$ cat src/rtl/rxerr_pkg.sv
package rxerr_pkg;
  localparam int NFLAG = 4;

  localparam int FLG_NOISE  = 0;
  localparam int FLG_FRAME  = 1;
  localparam int FLG_PARITY = 2;
  localparam int FLG_OVR    = 3;

  localparam int TAG_W = 2;

  typedef logic [NFLAG-1:0] flag_vec_t;
endpackage

$ cat src/rtl/rxerr_rst_sync.sv
module rxerr_rst_sync (
  input  logic clk,
  input  logic rst_n,
  output logic rst_n_sync
);
  logic stage_q;
  logic out_q;

  always_ff @(posedge clk or negedge rst_n) begin
    if (!rst_n) begin
      stage_q <= 1'b0;
      out_q   <= 1'b0;
    end else begin
      stage_q <= 1'b1;
      out_q   <= stage_q;
    end
  end

  assign rst_n_sync = out_q;
endmodule

$ cat src/rtl/rxerr_qual.sv
module rxerr_qual
  import rxerr_pkg::*;
(
  input  logic      frm_valid,
  input  logic      frm_stop_bit,
  input  logic      frm_par_ok,
  input  logic      frm_noise,
  input  logic      cfg_par_en,
  input  logic      cfg_brk_det_en,
  input  logic      rd_data,
  input  logic      rx_blocked,
  input  logic      buf_full,
  input  logic      buf_empty,
  output logic      buf_push,
  output logic      buf_pop,
  output logic      tag_par,
  output logic      tag_noise,
  output flag_vec_t set_vec
);
  logic attempt;
  logic room;
  logic lost;
  logic checked;

  always_comb begin
    buf_pop  = rd_data & ~buf_empty;
    attempt  = frm_valid & ~rx_blocked;
    room     = ~buf_full | buf_pop;
    buf_push = attempt & room;
    lost     = attempt & ~room;
    checked  = buf_push & ~cfg_brk_det_en;

    tag_par   = checked & cfg_par_en & ~frm_par_ok;
    tag_noise = buf_push & frm_noise;

    set_vec             = '0;
    set_vec[FLG_NOISE]  = tag_noise;
    set_vec[FLG_FRAME]  = checked & ~frm_stop_bit;
    set_vec[FLG_PARITY] = tag_par;
    set_vec[FLG_OVR]    = lost;
  end
endmodule

$ cat src/rtl/rxerr_flags.sv
module rxerr_flags
  import rxerr_pkg::*;
(
  input  logic      clk,
  input  logic      rst_n,
  input  flag_vec_t set_vec,
  input  logic      rd_stat,
  input  logic      rd_data,
  output flag_vec_t flags,
  output logic      armed
);
  flag_vec_t flg_q;
  flag_vec_t flg_d;
  flag_vec_t flg_en;
  logic      armed_q;
  logic      armed_d;
  logic      armed_en;
  logic      clr;
  logic      any_set;

  always_comb begin
    any_set  = |flg_q;
    clr      = rd_data & armed_q;
    flg_d    = set_vec | (flg_q & {NFLAG{~clr}});
    flg_en   = set_vec | {NFLAG{clr}};
    armed_en = rd_data | (rd_stat & any_set);
    armed_d  = ~rd_data;
  end

  for (genvar i = 0; i < NFLAG; i++) begin : g_flag
    always_ff @(posedge clk or negedge rst_n) begin
      if (!rst_n) begin
        flg_q[i] <= 1'b0;
      end else if (flg_en[i]) begin
        flg_q[i] <= flg_d[i];
      end
    end
  end

  always_ff @(posedge clk or negedge rst_n) begin
    if (!rst_n) begin
      armed_q <= 1'b0;
    end else if (armed_en) begin
      armed_q <= armed_d;
    end
  end

  assign flags = flg_q;
  assign armed = armed_q;
endmodule

$ cat src/rtl/rxerr_fifo.sv
module rxerr_fifo #(
  parameter int WIDTH = 10,
  parameter int DEPTH = 4
) (
  input  logic                         clk,
  input  logic                         rst_n,
  input  logic                         push,
  input  logic                         pop,
  input  logic [WIDTH-1:0]             wdata,
  output logic [WIDTH-1:0]             head,
  output logic                         full,
  output logic                         empty,
  output logic [$clog2(DEPTH+1)-1:0]   occ
);
  localparam int AW = (DEPTH > 1) ? $clog2(DEPTH) : 1;
  localparam int CW = $clog2(DEPTH+1);
  localparam logic [AW-1:0] LAST = AW'(DEPTH-1);
  localparam logic [CW-1:0] FULLC = CW'(DEPTH);

  logic [WIDTH-1:0] mem [DEPTH];
  logic [AW-1:0]    wr_q, wr_d;
  logic [AW-1:0]    rd_q, rd_d;
  logic [CW-1:0]    cnt_q, cnt_d;
  logic             ptr_en;

  always_comb begin
    wr_d   = push ? ((wr_q == LAST) ? '0 : wr_q + 1'b1) : wr_q;
    rd_d   = pop  ? ((rd_q == LAST) ? '0 : rd_q + 1'b1) : rd_q;
    cnt_d  = cnt_q;
    if (push && !pop) cnt_d = cnt_q + 1'b1;
    if (pop && !push) cnt_d = cnt_q - 1'b1;
    ptr_en = push | pop;
  end

  always_ff @(posedge clk or negedge rst_n) begin
    if (!rst_n) begin
      wr_q  <= '0;
      rd_q  <= '0;
      cnt_q <= '0;
    end else if (ptr_en) begin
      wr_q  <= wr_d;
      rd_q  <= rd_d;
      cnt_q <= cnt_d;
    end
  end

  for (genvar i = 0; i < DEPTH; i++) begin : g_ent
    logic we;
    assign we = push && (wr_q == AW'(i));
    always_ff @(posedge clk) begin
      if (we) mem[i] <= wdata;
    end
  end

  assign head  = mem[rd_q];
  assign full  = (cnt_q == FULLC);
  assign empty = (cnt_q == '0);
  assign occ   = cnt_q;
endmodule

$ cat src/rtl/uart_rx_err_status.sv
module uart_rx_err_status
  import rxerr_pkg::*;
#(
  parameter int DATA_W = 8,
  parameter int DEPTH  = 4
) (
  input  logic              clk,
  input  logic              rst_n,
  input  logic              frm_valid,
  input  logic [DATA_W-1:0] frm_data,
  input  logic              frm_stop_bit,
  input  logic              frm_par_ok,
  input  logic              frm_noise,
  input  logic              cfg_par_en,
  input  logic              cfg_brk_det_en,
  input  logic              rd_stat,
  input  logic              rd_data,
  output logic [DATA_W-1:0] rx_data,
  output logic              rx_tag_par,
  output logic              rx_tag_noise,
  output logic              rx_avail,
  output logic              err_noise,
  output logic              err_frame,
  output logic              err_parity,
  output logic              err_overrun
);
  localparam int ENT_W = DATA_W + TAG_W;
  localparam int CW    = $clog2(DEPTH+1);

  logic             rst_n_s;
  logic             buf_push, buf_pop, buf_full, buf_empty;
  logic             tag_par, tag_noise;
  logic [ENT_W-1:0] wr_ent, head_ent;
  logic [CW-1:0]    occ;
  flag_vec_t        set_vec, flags;
  logic             armed;

  rxerr_rst_sync u_rst (
    .clk        (clk),
    .rst_n      (rst_n),
    .rst_n_sync (rst_n_s)
  );

  rxerr_qual u_qual (
    .frm_valid      (frm_valid),
    .frm_stop_bit   (frm_stop_bit),
    .frm_par_ok     (frm_par_ok),
    .frm_noise      (frm_noise),
    .cfg_par_en     (cfg_par_en),
    .cfg_brk_det_en (cfg_brk_det_en),
    .rd_data        (rd_data),
    .rx_blocked     (flags[FLG_FRAME]),
    .buf_full       (buf_full),
    .buf_empty      (buf_empty),
    .buf_push       (buf_push),
    .buf_pop        (buf_pop),
    .tag_par        (tag_par),
    .tag_noise      (tag_noise),
    .set_vec        (set_vec)
  );

  assign wr_ent = {tag_noise, tag_par, frm_data};

  rxerr_fifo #(.WIDTH(ENT_W), .DEPTH(DEPTH)) u_fifo (
    .clk   (clk),
    .rst_n (rst_n_s),
    .push  (buf_push),
    .pop   (buf_pop),
    .wdata (wr_ent),
    .head  (head_ent),
    .full  (buf_full),
    .empty (buf_empty),
    .occ   (occ)
  );

  rxerr_flags u_flags (
    .clk     (clk),
    .rst_n   (rst_n_s),
    .set_vec (set_vec),
    .rd_stat (rd_stat),
    .rd_data (rd_data),
    .flags   (flags),
    .armed   (armed)
  );

  assign rx_data      = head_ent[DATA_W-1:0];
  assign rx_tag_par   = head_ent[DATA_W];
  assign rx_tag_noise = head_ent[DATA_W+1];
  assign rx_avail     = ~buf_empty;
  assign err_noise    = flags[FLG_NOISE];
  assign err_frame    = flags[FLG_FRAME];
  assign err_parity   = flags[FLG_PARITY];
  assign err_overrun  = flags[FLG_OVR];
endmodule

$ cat config.mk
export PLATFORM = sky130hd
export DESIGN_NAME = uart_rx_err_status
export DESIGN_NICKNAME = d
export VERILOG_FILES = /design/src/rtl/rxerr_pkg.sv /design/src/rtl/rxerr_rst_sync.sv /design/src/rtl/rxerr_qual.sv /design/src/rtl/rxerr_flags.sv /design/src/rtl/rxerr_fifo.sv /design/src/rtl/uart_rx_err_status.sv
export SDC_FILE = /design/constraint.sdc
export NUM_CORES = 1
export LEC_CHECK = 0
export ABC_AREA = 1
export BUFFER_PORTS_ARGS = -buffer_cell sky130_fd_sc_hd__buf_2
export CORE_UTILIZATION = 50
export CTS_BUF_LIST = sky130_fd_sc_hd__clkbuf_2
export DETAILED_ROUTE_END_ITERATION = 8
export PLACE_DENSITY = 0.83
export SLEW_MARGIN = 20
export SYNTH_ARGS = -nofsm -noshare
export SYNTH_HDL_FRONTEND = slang
export SYNTH_SLANG_ARGS = --single-unit
$ cat constraint.sdc
create_clock -name clk -period 1.5 [get_ports clk]
set_clock_uncertainty 0.2 [all_clocks]
set_input_delay 0.375 -clock clk [delete_from_list [all_inputs] [get_ports clk]]
set_output_delay 0.375 -clock clk [all_outputs]
set_load 0.05 [all_outputs]
# Word level (Yosys, flattened, before mapping)

Memories as Yosys holds them, arrays and structs flattened.
Index checks and enable logic that the tools add are counted.

Output and inout bits: 15
Word-level logic and storage cells: 85
Memory bits (writable): 40
Register bits: 14
Bits in latches: 0
Memories kept: 1
Bits of input ports: 18
Bits in read-only memories: 0

Equal/unequal tests: 5
Add/subtract/negate cells: 4
Bitwise gates (word level): 26
Order comparisons: 0
Multiplexer cells: 21
Multiply operators: 0
Shift operators: 0
Div/mod/pow operators: 0
Reduce and logical (&&, ||, !) cells: 18

Memory list:

| memory     | words | width | read ports | clocked after Yosys merged registers in | write ports | RTL line         | source |
|---|---|---|---|---|---|---|---|
| u_fifo.mem | 4     | 10    | 1          | 0                                       | 1           | rxerr_fifo.sv:20 | `logic [WIDTH-1:0] mem [DEPTH];` |

Operators with widths:

| kind                                                                   | number |
|---|---|
| 10-bit 2-to-1 mux                                                      | 3 |
| 10-bit OR reduction                                                    | 3 |
| 1-bit bitwise AND                                                      | 11 |
| 1-bit 2-to-1 mux                                                       | 11 |
| 2-bit 2-to-1 mux                                                       | 5 |
| 1-bit NOT                                                              | 9 |
| 4-bit OR                                                               | 2 |
| 2-bit equality test (second input constant)                            | 3 |
| 1-bit logical AND                                                      | 6 |
| 3-bit 2-to-1 mux                                                       | 2 |
| 2-bit AND reduction                                                    | 3 |
| 2-bit by 1-bit adder with 2-bit output (second input constant)         | 2 |
| 4-bit bitwise AND                                                      | 1 |
| 4-bit OR reduction                                                     | 1 |
| 3-bit by 1-bit adder with 3-bit output (second input constant)         | 1 |
| 3-bit equality test (second input constant)                            | 1 |
| 3-bit logical NOT                                                      | 1 |
| 1-bit OR                                                               | 3 |
| 3-bit by 1-bit subtractor with 3-bit output (second input constant)    | 1 |
| 2-bit by 1-bit equality test with 1-bit output (second input constant) | 1 |
| 1-bit logical NOT                                                      | 2 |
| 2-bit logical NOT                                                      | 1 |
| 2-bit nonzero test                                                     | 1 |

# Longest topological paths before layout

Gate-level depths: netlist of run 1.

Depth after elaboration: 12
Gate-level depth with buffers: 9
Depth with buffers taken out: 9

# Modules after synthesis

Synthesis of run 1 repeated with hierarchy kept, for this count alone.

Cell total of the unflattened synthesis: 212
Area, all modules: 2431.1 sq um

By module, submodules not included:

| module             | area an instance (sq um) | sequential area each (sq um) | times used | cells an instance |
|---|---|---|---|---|
| rxerr_fifo         | 2074.5                   | 1376.3                       | 1          | 174 |
| rxerr_flags        | 188.9                    | 125.1                        | 1          | 16 |
| rxerr_qual         | 110.1                    | 0.0                          | 1          | 18 |
| rxerr_rst_sync     | 53.8                     | 50.0                         | 1          | 3 |
| uart_rx_err_status | 3.8                      | 0.0                          | 1          | 1 |

# Least setup slack after synthesis of run 1

OpenSTA, ideal clock, no wires.

Kind: flip-flop to output port
Start: register u_fifo.rd_q[0]
End: output rx_data[0]
Arrival: 1.562 ns
Cell stages (with the launch flop): 5
Buffers on the path: 1
Path slack: -0.637 ns
Data required time: 0.925 ns
Cells stage by stage: dfrtp_1 > inv_1 > clkbuf_1 > o21ai_0 > o22ai_1

Cells in the longest elaborated chain, start to end: 1

RTL lines:

| element                  | RTL line                 | source |
|---|---|---|
| start: declaration       | rxerr_fifo.sv:22         | `logic [AW-1:0] rd_q, rd_d;` |
| start signal: assignment | rxerr_fifo.sv:42         | `rd_q <= rd_d;` |
| memory 4 x 10 bit        | n/a                      |  |
| end: declaration         | uart_rx_err_status.sv:18 | `output logic [DATA_W-1:0] rx_data,` |

No other way between the ends.

# Worst setup path in the final report of run 1

Start: register u_fifo.rd_q[1]
End: output rx_tag_par

Cells in the longest elaborated chain, start to end: 1

RTL lines:

| element           | RTL line                 | source |
|---|---|---|
| memory 4 x 10 bit | n/a                      |  |
| end: declaration  | uart_rx_err_status.sv:19 | `output logic rx_tag_par,` |

No other way between the ends.

==> flow_metrics.tcl, run 1 <==
set metrics [dict create \
    status "finished, violations left" \
    violations "negative setup slack" \
    cp_slowest_stage_delay_ns 0.56 \
    fin_tns_setup_ns -22.86 \
    relSlewSlack 0.6416 \
    synth.distinct_cells 22 \
    io_pins 33 \
    cts.sinks 54 \
    peakVddDrop_mv 1.340 \
    ys_ff_latch 54 \
    clkLatencyLatePin_ns 0.47 \
    antenna_cells 0 \
    area_growth_pct 66.84 \
    slowest_stage "dfrtp_1" \
    port-buffer-count 32 \
    cts_buffers 5 \
    clockBufferDepth 2 \
    hold_viol 0 \
    dp_cells 293 \
    syn_nets 210 \
    grt_pass1_wl_mm 9.777 \
    end_kind "primary output" \
    first_global_vias 1853 \
    fin_crit_ns 2.316 \
    fp.coreArea_mm2 0.004115 \
    fp-row-count 23 \
    firstDrtPassIters 4 \
    fillCellCount 142 \
    syn_inst 185 \
    place_area_mm2 0.002973 \
    dpl.hpwl_mm 3.582 \
    drtAntennaViolNets 0 \
    start_util 0.5391 \
    grt_max_degree 17 \
    critPathMaxFanout 6 \
    final_util 0.8994 \
    dp_slack_ns -0.4164 \
    fin_crit_sh 1.544 \
    slew_viol_final 0 \
    place_congestion 0.8104 \
    p_total_mw 8.392 \
    die_w_um 68.61 \
    fp.dieH_um 68.61 \
    fin_cells 326 \
    cp_top_family "flip-flops" \
    cts_tree "done" \
    wl_per_cell_um 23.15 \
    leakagePower_nw 1.453 \
    reg2reg_slack_ns -0.35 \
    clk_pin_slew_worst_paths_ns 0.30 \
    rsz0062_at_grt "true" \
    cts_htree_levels 2 \
    grt_usage 0.3116 \
    worstPathCellList "buf_4 > o21ai_2 > o22ai_4 > buf_8" \
    r2r-start "u_fifo.occ[1]$_DFFE_PN0P_" \
    cp_num_buf_inv 2 \
    max_freq_ghz 0.4318 \
    final_area_mm2 0.003701 \
    vias 1870 \
    ys_seq_area_frac 0.6994 \
    worst_slack_ns -0.8161 \
    worst_pin_slew_ns 0.5376 \
    grt-ovfl-total 0 \
    initialDrtViolationCount 213 \
    drc 0 \
    drive_above_1_share 0.5906 \
    worstHoldPathType "reg2async" \
    r2r-end "u_fifo.occ[2]$_DFFE_PN0P_" \
    startpoint "u_fifo.rd_q[1]$_DFFE_PN0P_" \
    syn_area_mm2 0.002218 \
    cp.arrival_ns 1.74 \
    antenna_found_initial 0 \
    final_nets 300 \
    cap_violations 0 \
    wl_mm 7.547 \
    hold-worst-slack_ns 0.03183 \
    dieArea_mm2 0.004707 \
    avgViaCountPerCell 5.736 \
    setup_viol 73 \
    worstPathRequired_ns 0.92 \
    start_kind "register" \
    cts-root-buf "clkbuf_2" \
    power.density_mw_per_mm2 2268 \
    path_class "reg2out" \
    r2r_cells 10 \
    avgSynthCellArea_um2 11.99 \
    yosysWarningCount 0 \
]
## power breakdown
part	leakage (nW)	switching, mW	total (mW)	internal [mW]
sequential	0.534	0.279	2.21	1.94
clock	0.0427	0.498	0.774	0.276
combinational	0.876	3.08	5.40	2.32
total	1.45	3.86	8.39	4.53
## layer usage
layer  part of all wire  global-route usage  routed length, um
met3              0.055             0.05921                414
met1               0.38              0.3793               2878
met5                  0                   0                  0
met2               0.52              0.5319               3936
met4              0.042              0.1484                318
## placed cells by master, fill, tap and decap left out, types with 2 or more instances in the layout
cell type and n:
nand2_4 3, ha_4 2, o22ai_4 10, inv_1 13, inv_2 5, clkinv_2 2, nand4_1 2, o21ai_4 7
dfrtp_2 2, buf_8 4, nand2_1 9, buf_12 5, nor2_2 15, o21ai_1 7, ha_1 4, o21ai_2 12
nor2_1 7, dfrtp_1 12, nand3_1 2, clkbuf_2 5, nand2_2 2, buf_4 20, buf_6 28, nor2_4 9
nand2_8 2, buf_2 17, inv_4 3, edfxtp_1 40, dlygate4sd3_1 14, nand3_4 2
## synth_stat cells
cell type  count  area (um2)
edfxtp_1      40        1201
nor2_1        29       108.9
o21ai_0       23       115.1
inv_1         22       82.58
dfrtp_1       14       350.3
nand2_1       13       48.80
o22ai_1       11       68.82
ha_1           6       75.07
clkbuf_1       5       18.77
nand3_1        5       25.02
o21ai_1        3       15.01
a21oi_1        2       10.01
nand2_2        2       12.51
nand4_1        2       12.51
buf_2          1       5.000
conb_1         1       3.750
fa_1           1       20.02
nand2_4        1       11.26
nor2_2         1       6.260
nor2_4         1       11.26
o31ai_1        1       7.510
xor2_1         1       8.760
## sequential cells by signal (all words and copies together) (netlist names)
| name | cells |
|---|---|
| u_flags.flags | 4 |
| u_fifo.wr_q | 2 |
| u_rst.stage_q | 1 |
| u_flags.armed | 1 |
| u_fifo.rd_q | 2 |
| u_rst.rst_n_sync | 1 |
| u_fifo.occ | 3 |
| u_fifo.mem | 40 |
## worst max-delay path by stage
stage,endpoint,slack (ns),cells after the start
after floorplan,u_fifo.occ[2]$_DFFE_PN0P_,-0.23,8
after global placement,rx_tag_noise,-0.31,5
after detailed placement,rx_tag_noise,-0.42,5
after CTS,rx_data[4],-0.71,4
after global routing,rx_tag_par,-0.85,4
final,rx_tag_par,-0.82,4
## what timing repair did
item,in CTS,in global routing
resized for setup,93,33
cloned,1,0
endpoints found under the hold margin,37,0
hold buffers,14,0
pin swaps,12,9
endpoints found under the setup margin,68,73
setup buffers,6,8
## worst register-to-register path: cells and delay by family (launching register included)
family | cells | cell delay (ns)
simple gates | 6 | 0.45
flops | 1 | 0.47
fa+ha+maj | 1 | 0.34
buf+inv | 3 | 0.33
## cell families after synthesis
family	share of synthesized area
buf+inv	0.04794
flops	0.6994
other cells	0.001690
fa+ha+maj	0.04286
xor+xnor	0.003949
compound gates	0.09758
simple gates	0.1066
## cell type report
type | count | area [um2] | share of cell area
clock buffer | 5 | 25.02 | 0.006761
sequential | 54 | 1554 | 0.4199
inverter | 22 | 95.09 | 0.02569
tap | 50 | 62.56 | 0.01690
multi-input combinational | 103 | 1046 | 0.2826
clock inverter | 3 | 40.04 | 0.01082
timing repair buffer | 89 | 878.3 | 0.2373
No activity file was read; power rests on OpenSTA's default activity.
==> run 2, diff against run 1 <==
Settings changed: GPL_TIMING_DRIVEN from default to 0.
==> run 2 against run 1 <==
  * The flow still finishes with violations (negative setup slack)
  * Final cell count is 2.5% lower
  * Register-to-register slack is essentially flat
  * Total power decreased by 2.3%
  * Clock power increased by 3.0%
  * Critical path depth up 1
  * Wire length fell by 3.9%
  * Die area stayed put
  * Critical endpoint unchanged
  * Via count up 0.48%
  * Sequential cell count unchanged
  * Final area is 0.17% lower
  * Fmax rose by 1.1%
  * Worst hold slack improved by 0.00073 ns
==> flow_metrics.tcl, run 2 (synthesis results as in run 1) <==
set metrics [dict create \
    path_depth 5 \
    fin_crit_ns 2.290 \
    antenna_cells 0 \
    area_growth_pct 66.55 \
    power.density_mw_per_mm2 2219 \
    drive_above_1_share 0.5597 \
    firstDrtPassIters 5 \
    fin_crit_sh 1.527 \
    avgViaCountPerCell 5.909 \
    cts.sinks 54 \
    clkLatencyLatePin_ns 0.46 \
    p_switching_mw 3.776 \
    fp-row-count 23 \
    initialDrtViolationCount 200 \
    start_kind "register" \
    switching_share 0.4606 \
    clk_pin_slew_worst_paths_ns 0.28 \
    worstPathCellList "inv_4 > buf_12 > nor2_1 > o22ai_4 > buf_8" \
    final_nets 292 \
    start_util 0.5391 \
    place_congestion 0.7897 \
    wl_mm 7.254 \
    cp.arrival_ns 1.72 \
    fp.dieH_um 68.61 \
    first_global_vias 1800 \
    layout_commonest_cell "edfxtp_1" \
    p_seq_frac 0.267 \
    r2r_cells 10 \
    dpl.hpwl_mm 2.951 \
    cp_slowest_stage_delay_ns 0.53 \
    whs_path_depth 3 \
    internal-power_mw 4.422 \
    die_w_um 68.61 \
    layout_common_cells "edfxtp_1 (40), buf_6 (25), buf_2 (17)" \
    status "finished, violations left" \
    critPathMaxFanout 10 \
    fp.coreArea_mm2 0.004115 \
    worst_slack_ns -0.7901 \
    cp_num_buf_inv 3 \
    worstPathRequired_ns 0.92 \
    leakagePower_nw 1.439 \
    cap_violations 0 \
    wl_per_cell_um 22.81 \
    slowest_stage "dfrtp_2" \
    worst_pin_slew_ns 0.5656 \
    rsz0062_at_grt "true" \
    cts_tree "done" \
    final_util 0.8978 \
    io_pins 33 \
    clockBufferDepth 2 \
    port-buffer-count 32 \
    grt_pass1_wl_mm 9.425 \
    hold_viol 0 \
    grt_usage 0.3010 \
    worstHoldPathType "in2reg" \
    cp_top_family "flip-flops" \
    largest_reg_flops 40 \
    grt-ovfl-total 0 \
    hold-worst-slack_ns 0.03257 \
    fin_tns_setup_ns -21.91 \
    max_freq_ghz 0.4367 \
    antenna_found_initial 0 \
    clock_power_share 0.097 \
    peakVddDrop_mv 1.388 \
    setup_viol 73 \
    cts-root-buf "clkbuf_2" \
    slew_viol_final 0 \
    grt_max_degree 19 \
    drtAntennaViolNets 0 \
    vias 1879 \
    cts_htree_levels 2 \
    violations "negative setup slack" \
    cts_buffers 5 \
    dieArea_mm2 0.004707 \
    path_class "reg2out" \
    regMostFlops "u_fifo.mem" \
    end_kind "primary output" \
    drc 0 \
    p_comb_frac 0.636 \
    relSlewSlack 0.6229 \
]
run 2: cell count changes in the layout (fill, tap and decap cells not counted), moves of 3 or more:
cell       previous run  this run
clkbuf_16             0         3
buf_6                28        25
clkbuf_8              0         3
buf_4                20         7
o21ai_1               7         4
run 2: worst register-to-register path: stages (launching register included):
cell and delay, ns:
dfrtp_1 0.49, nor2_4 0.07, nand2_4 0.08, buf_6 0.11, nand3_4 0.07, fa_2 0.38, inv_2 0.06, nand4_1 0.10
nand3_1 0.11, nand2_1 0.09, nand2_1 0.08
run 2: metrics by stage:
step / power (mW) / cells / cell area [um2] / worst slack (ns)
6_report: 8.199 / 318 / 3695 / -0.7901
3_5_place_dp: 5.562 / 267 / 2749 / -0.4319
2_1_floorplan: 4.922 / 185 / 2526 / -0.2264
4_1_cts: 7.422 / 307 / 3452 / -0.7503
5_1_grt: 8.502 / 318 / 3695 / -0.8602
3_3_place_gp: 5.490 / 267 / 2749 / -0.3784
run 2: per-layer routing:
layer  track usage  share of wire  vias up
li1              -              -      803
met1        0.3664           0.35      911
met2        0.5147           0.51      130
met3       0.05921          0.076       35
met4        0.1380          0.057        0
met5             0              0        -
run 2: final timing paths:
check	end	start	slack, ns
hold / removal	u_flags.flags[3]$_DFFE_PN0P_	frm_valid	0.03
max in group asynchronous	u_rst.rst_n_sync$_DFF_PN0_	rst_n	0.48
setup reg to reg	u_fifo.occ[2]$_DFFE_PN0P_	u_fifo.occ[1]$_DFFE_PN0P_	-0.36
min in group asynchronous	u_fifo.wr_q[1]$_DFFE_PN0P_	u_rst.rst_n_sync$_DFF_PN0_	0.04
setup / recovery	rx_tag_par	u_fifo.rd_q[0]$_DFFE_PN0P_	-0.79
hold reg to reg	u_fifo.wr_q[1]$_DFFE_PN0P_	u_rst.rst_n_sync$_DFF_PN0_	0.04
run 2: area by class of cell:
type	instances	area [um2]
repair buffers	75	773.2
flip-flops and latches	54	1554
multi-input cells	103	1032
plain buffers	6	107.6
fillers	160	420.4
clock inverters	3	47.55
clock buffers	5	25.02
inverters	22	92.59
well taps	50	62.56
run 2: what timing repair did:
action | CTS | global route
pin swaps | 12 | 14
hold endpoints to repair | 37 | 1
setup buffers | 15 | 10
cloned | 2 | 1
hold buffers | 15 | 1
resized for setup | 82 | 38
endpoints found under the setup margin | 64 | 72
run 2: power groups by stage:
stage          combinational [mW]  sequential [mW]  clock, mW
5_1_grt                      5.44             2.22      0.847
4_1_cts                      4.51             2.14      0.778
3_3_place_gp                 3.37             2.12          0
2_1_floorplan                2.66             2.26          0
6_report                     5.22             2.19      0.797
3_5_place_dp                 3.43             2.13          0
==> run 3, diff against run 2 <==
Settings changed: CORE_UTILIZATION 50 to 48, CTS_BUF_LIST sky130_fd_sc_hd__clkbuf_2 to sky130_fd_sc_hd__clkbuf_4 sky130_fd_sc_hd__clkbuf_8, PLACE_DENSITY 0.83 to 0.81.
==> run 3 against run 2 <==
  * The flow still finishes with violations (negative setup slack)
  * Via count shrank 4.8%
  * Total power grew 1.4%
  * Critical path type unchanged
  * Sequential power is essentially flat
  * Final area shrank 2.9%
  * Worst setup slack gained 0.24 ns
  * Non-clock buffer count shrank 10
  * Sequential cell count is the same
  * Global-route usage shrank 4.3 points
  * Largest cell class unchanged
  * Die area grew 4.0%
  * Critical endpoint is now rx_data[5]
  * Count of clock-buffer cells in the layout grew 1
==> flow_metrics.tcl, run 3 (synthesis results as in run 1) <==
set metrics [dict create \
    grt.busiest_layer "met2" \
    peakVddDrop_mv 1.501 \
    fin_crit_sh 1.366 \
    worstHoldPathType "reg2async" \
    worstPathRequired_ns 0.92 \
    grt-ovfl-total 0 \
    initialDrtViolationCount 260 \
    firstDrtPassIters 5 \
    fillCellCount 205 \
    cts_htree_levels 2 \
    place_congestion 0.7816 \
    worst_pin_slew_ns 0.5454 \
    clk_pin_slew_worst_paths_ns 0.09 \
    leakagePower_nw 1.397 \
    seq_area_mm2 0.001554 \
    die_w_um 69.98 \
    grt_pass1_wl_mm 9.280 \
    start_kind "register" \
    port-buffer-count 32 \
    largest_reg_flops 40 \
    cts_tree "done" \
    place_area_mm2 0.002751 \
    fp.dieH_um 69.98 \
    vias 1789 \
    slew_viol_final 0 \
    drtAntennaViolNets 0 \
    use_met1 0.3126 \
    grt_usage 0.2576 \
    cap_violations 0 \
    clkLatencyLatePin_ns 0.30 \
    cts-root-buf "clkbuf_8" \
    p_total_mw 8.309 \
    status "finished, violations left" \
    dp_slack_ns -0.4012 \
    wl_mm 6.283 \
    drc 0 \
    cts.sinks 54 \
    relSlewSlack 0.6364 \
    rsz0062_at_grt "true" \
    start_util 0.5060 \
    dieArea_mm2 0.004897 \
    area_growth_pct 61.65 \
    met2_usage 0.4476 \
    max_freq_ghz 0.4882 \
    io_pins 33 \
    layout_commonest_cell "edfxtp_1" \
    worst_slack_ns -0.5485 \
    regMostFlops "u_fifo.mem" \
    cts_buffers 5 \
    violations "negative setup slack" \
    first_global_vias 1816 \
    drive_above_1_share 0.6085 \
    avgViaCountPerCell 5.771 \
    critPathMaxFanout 10 \
    path_class "reg2out" \
    cp.arrival_ns 1.47 \
    wl_per_cell_um 20.27 \
    hold_viol 0 \
    multiInputGateArea_mm2 0.001012 \
    clockBufferDepth 2 \
    power.density_mw_per_mm2 2317 \
    fp.coreArea_mm2 0.004384 \
    antenna_found_initial 0 \
    fp-row-count 24 \
    use_met3 0.04185 \
    dpl.hpwl_mm 3.014 \
    layout_common_cells "edfxtp_1 (40), buf_6 (22), nor2_2 (18)" \
    final_area_mm2 0.003586 \
    end_kind "primary output" \
    antenna_cells 0 \
    final_nets 282 \
    grt_max_degree 17 \
    setup_viol 68 \
    fin_crit_ns 2.049 \
]
## run 3: critical path: stages (launching register included)
cell	delay, ns
dfrtp_2	0.48
clkbuf_8	0.21
nor2_2	0.21
o22ai_4	0.10
buf_6	0.16
## run 3: timing repair
action | in CTS | in global routing
cloned | 2 | 0
pin swaps | 18 | 9
setup buffers | 24 | 8
gates resized for setup | 86 | 26
setup endpoints to repair | 64 | 69
hold endpoints to repair | 2 | 0
hold buffers | 1 | 0
## run 3: area by class of cell
class | instances | share of cell area
clock buffers | 6 | 0.02128
repair buffers | 65 | 0.1779
flip-flops and latches | 54 | 0.4334
clock inverters | 2 | 0.01047
plain buffers | 6 | 0.03001
well taps | 52 | 0.01814
inverters | 22 | 0.02652
multi-input cells | 103 | 0.2823
## run 3: routing by layer
| layer | share of wire | routed length (um) | vias to the layer above |
|---|---|---|---|
| li1 | - | - | 783 |
| met1 | 0.37 | 2318 | 898 |
| met2 | 0.53 | 3352 | 91 |
| met3 | 0.066 | 416 | 17 |
| met4 | 0.031 | 195 | 0 |
| met5 | 0 | 0 | - |
## run 3: path summary, 6_finish.rpt
check,startpoint,endpoint,slack [ns],depth (start not counted)
hold reg to reg,u_rst.rst_n_sync$_DFF_PN0_,u_fifo.rd_q[1]$_DFFE_PN0P_,0.02,0
setup reg to reg,u_fifo.occ[2]$_DFFE_PN0P_,u_fifo.occ[2]$_DFFE_PN0P_,-0.27,10
max in group asynchronous,u_rst.rst_n_sync$_DFF_PN0_,u_fifo.rd_q[0]$_DFFE_PN0P_,0.69,0
hold / removal,u_rst.rst_n_sync$_DFF_PN0_,u_fifo.rd_q[1]$_DFFE_PN0P_,0.02,0
setup / recovery,u_fifo.rd_q[0]$_DFFE_PN0P_,rx_data[5],-0.55,4
min in group clk,frm_stop_bit,u_flags.flags[1]$_DFFE_PN0P_,0.05,2
## run 3: report_power, final
| group | switching (mW) | internal (mW) | total, mW | leakage, nW |
|---|---|---|---|---|
| clock network | 0.466 | 0.517 | 0.982 | 0.0548 |
| logic | 2.94 | 2.22 | 5.16 | 0.808 |
| registers | 0.232 | 1.94 | 2.17 | 0.534 |
## run 3: through the flow
step,TNS (ns),hold slack [ns],util,cells
floorplan,-10.91,-0.1206,-,185
global placement,-18.04,-0.03954,0.6276,269
detailed placement,-18.98,-0.03727,0.6276,269
CTS,-9.805,0.02092,0.7877,304
global route,-17.40,0.04302,0.8179,310
finish,-15.51,0.02097,0.8179,310
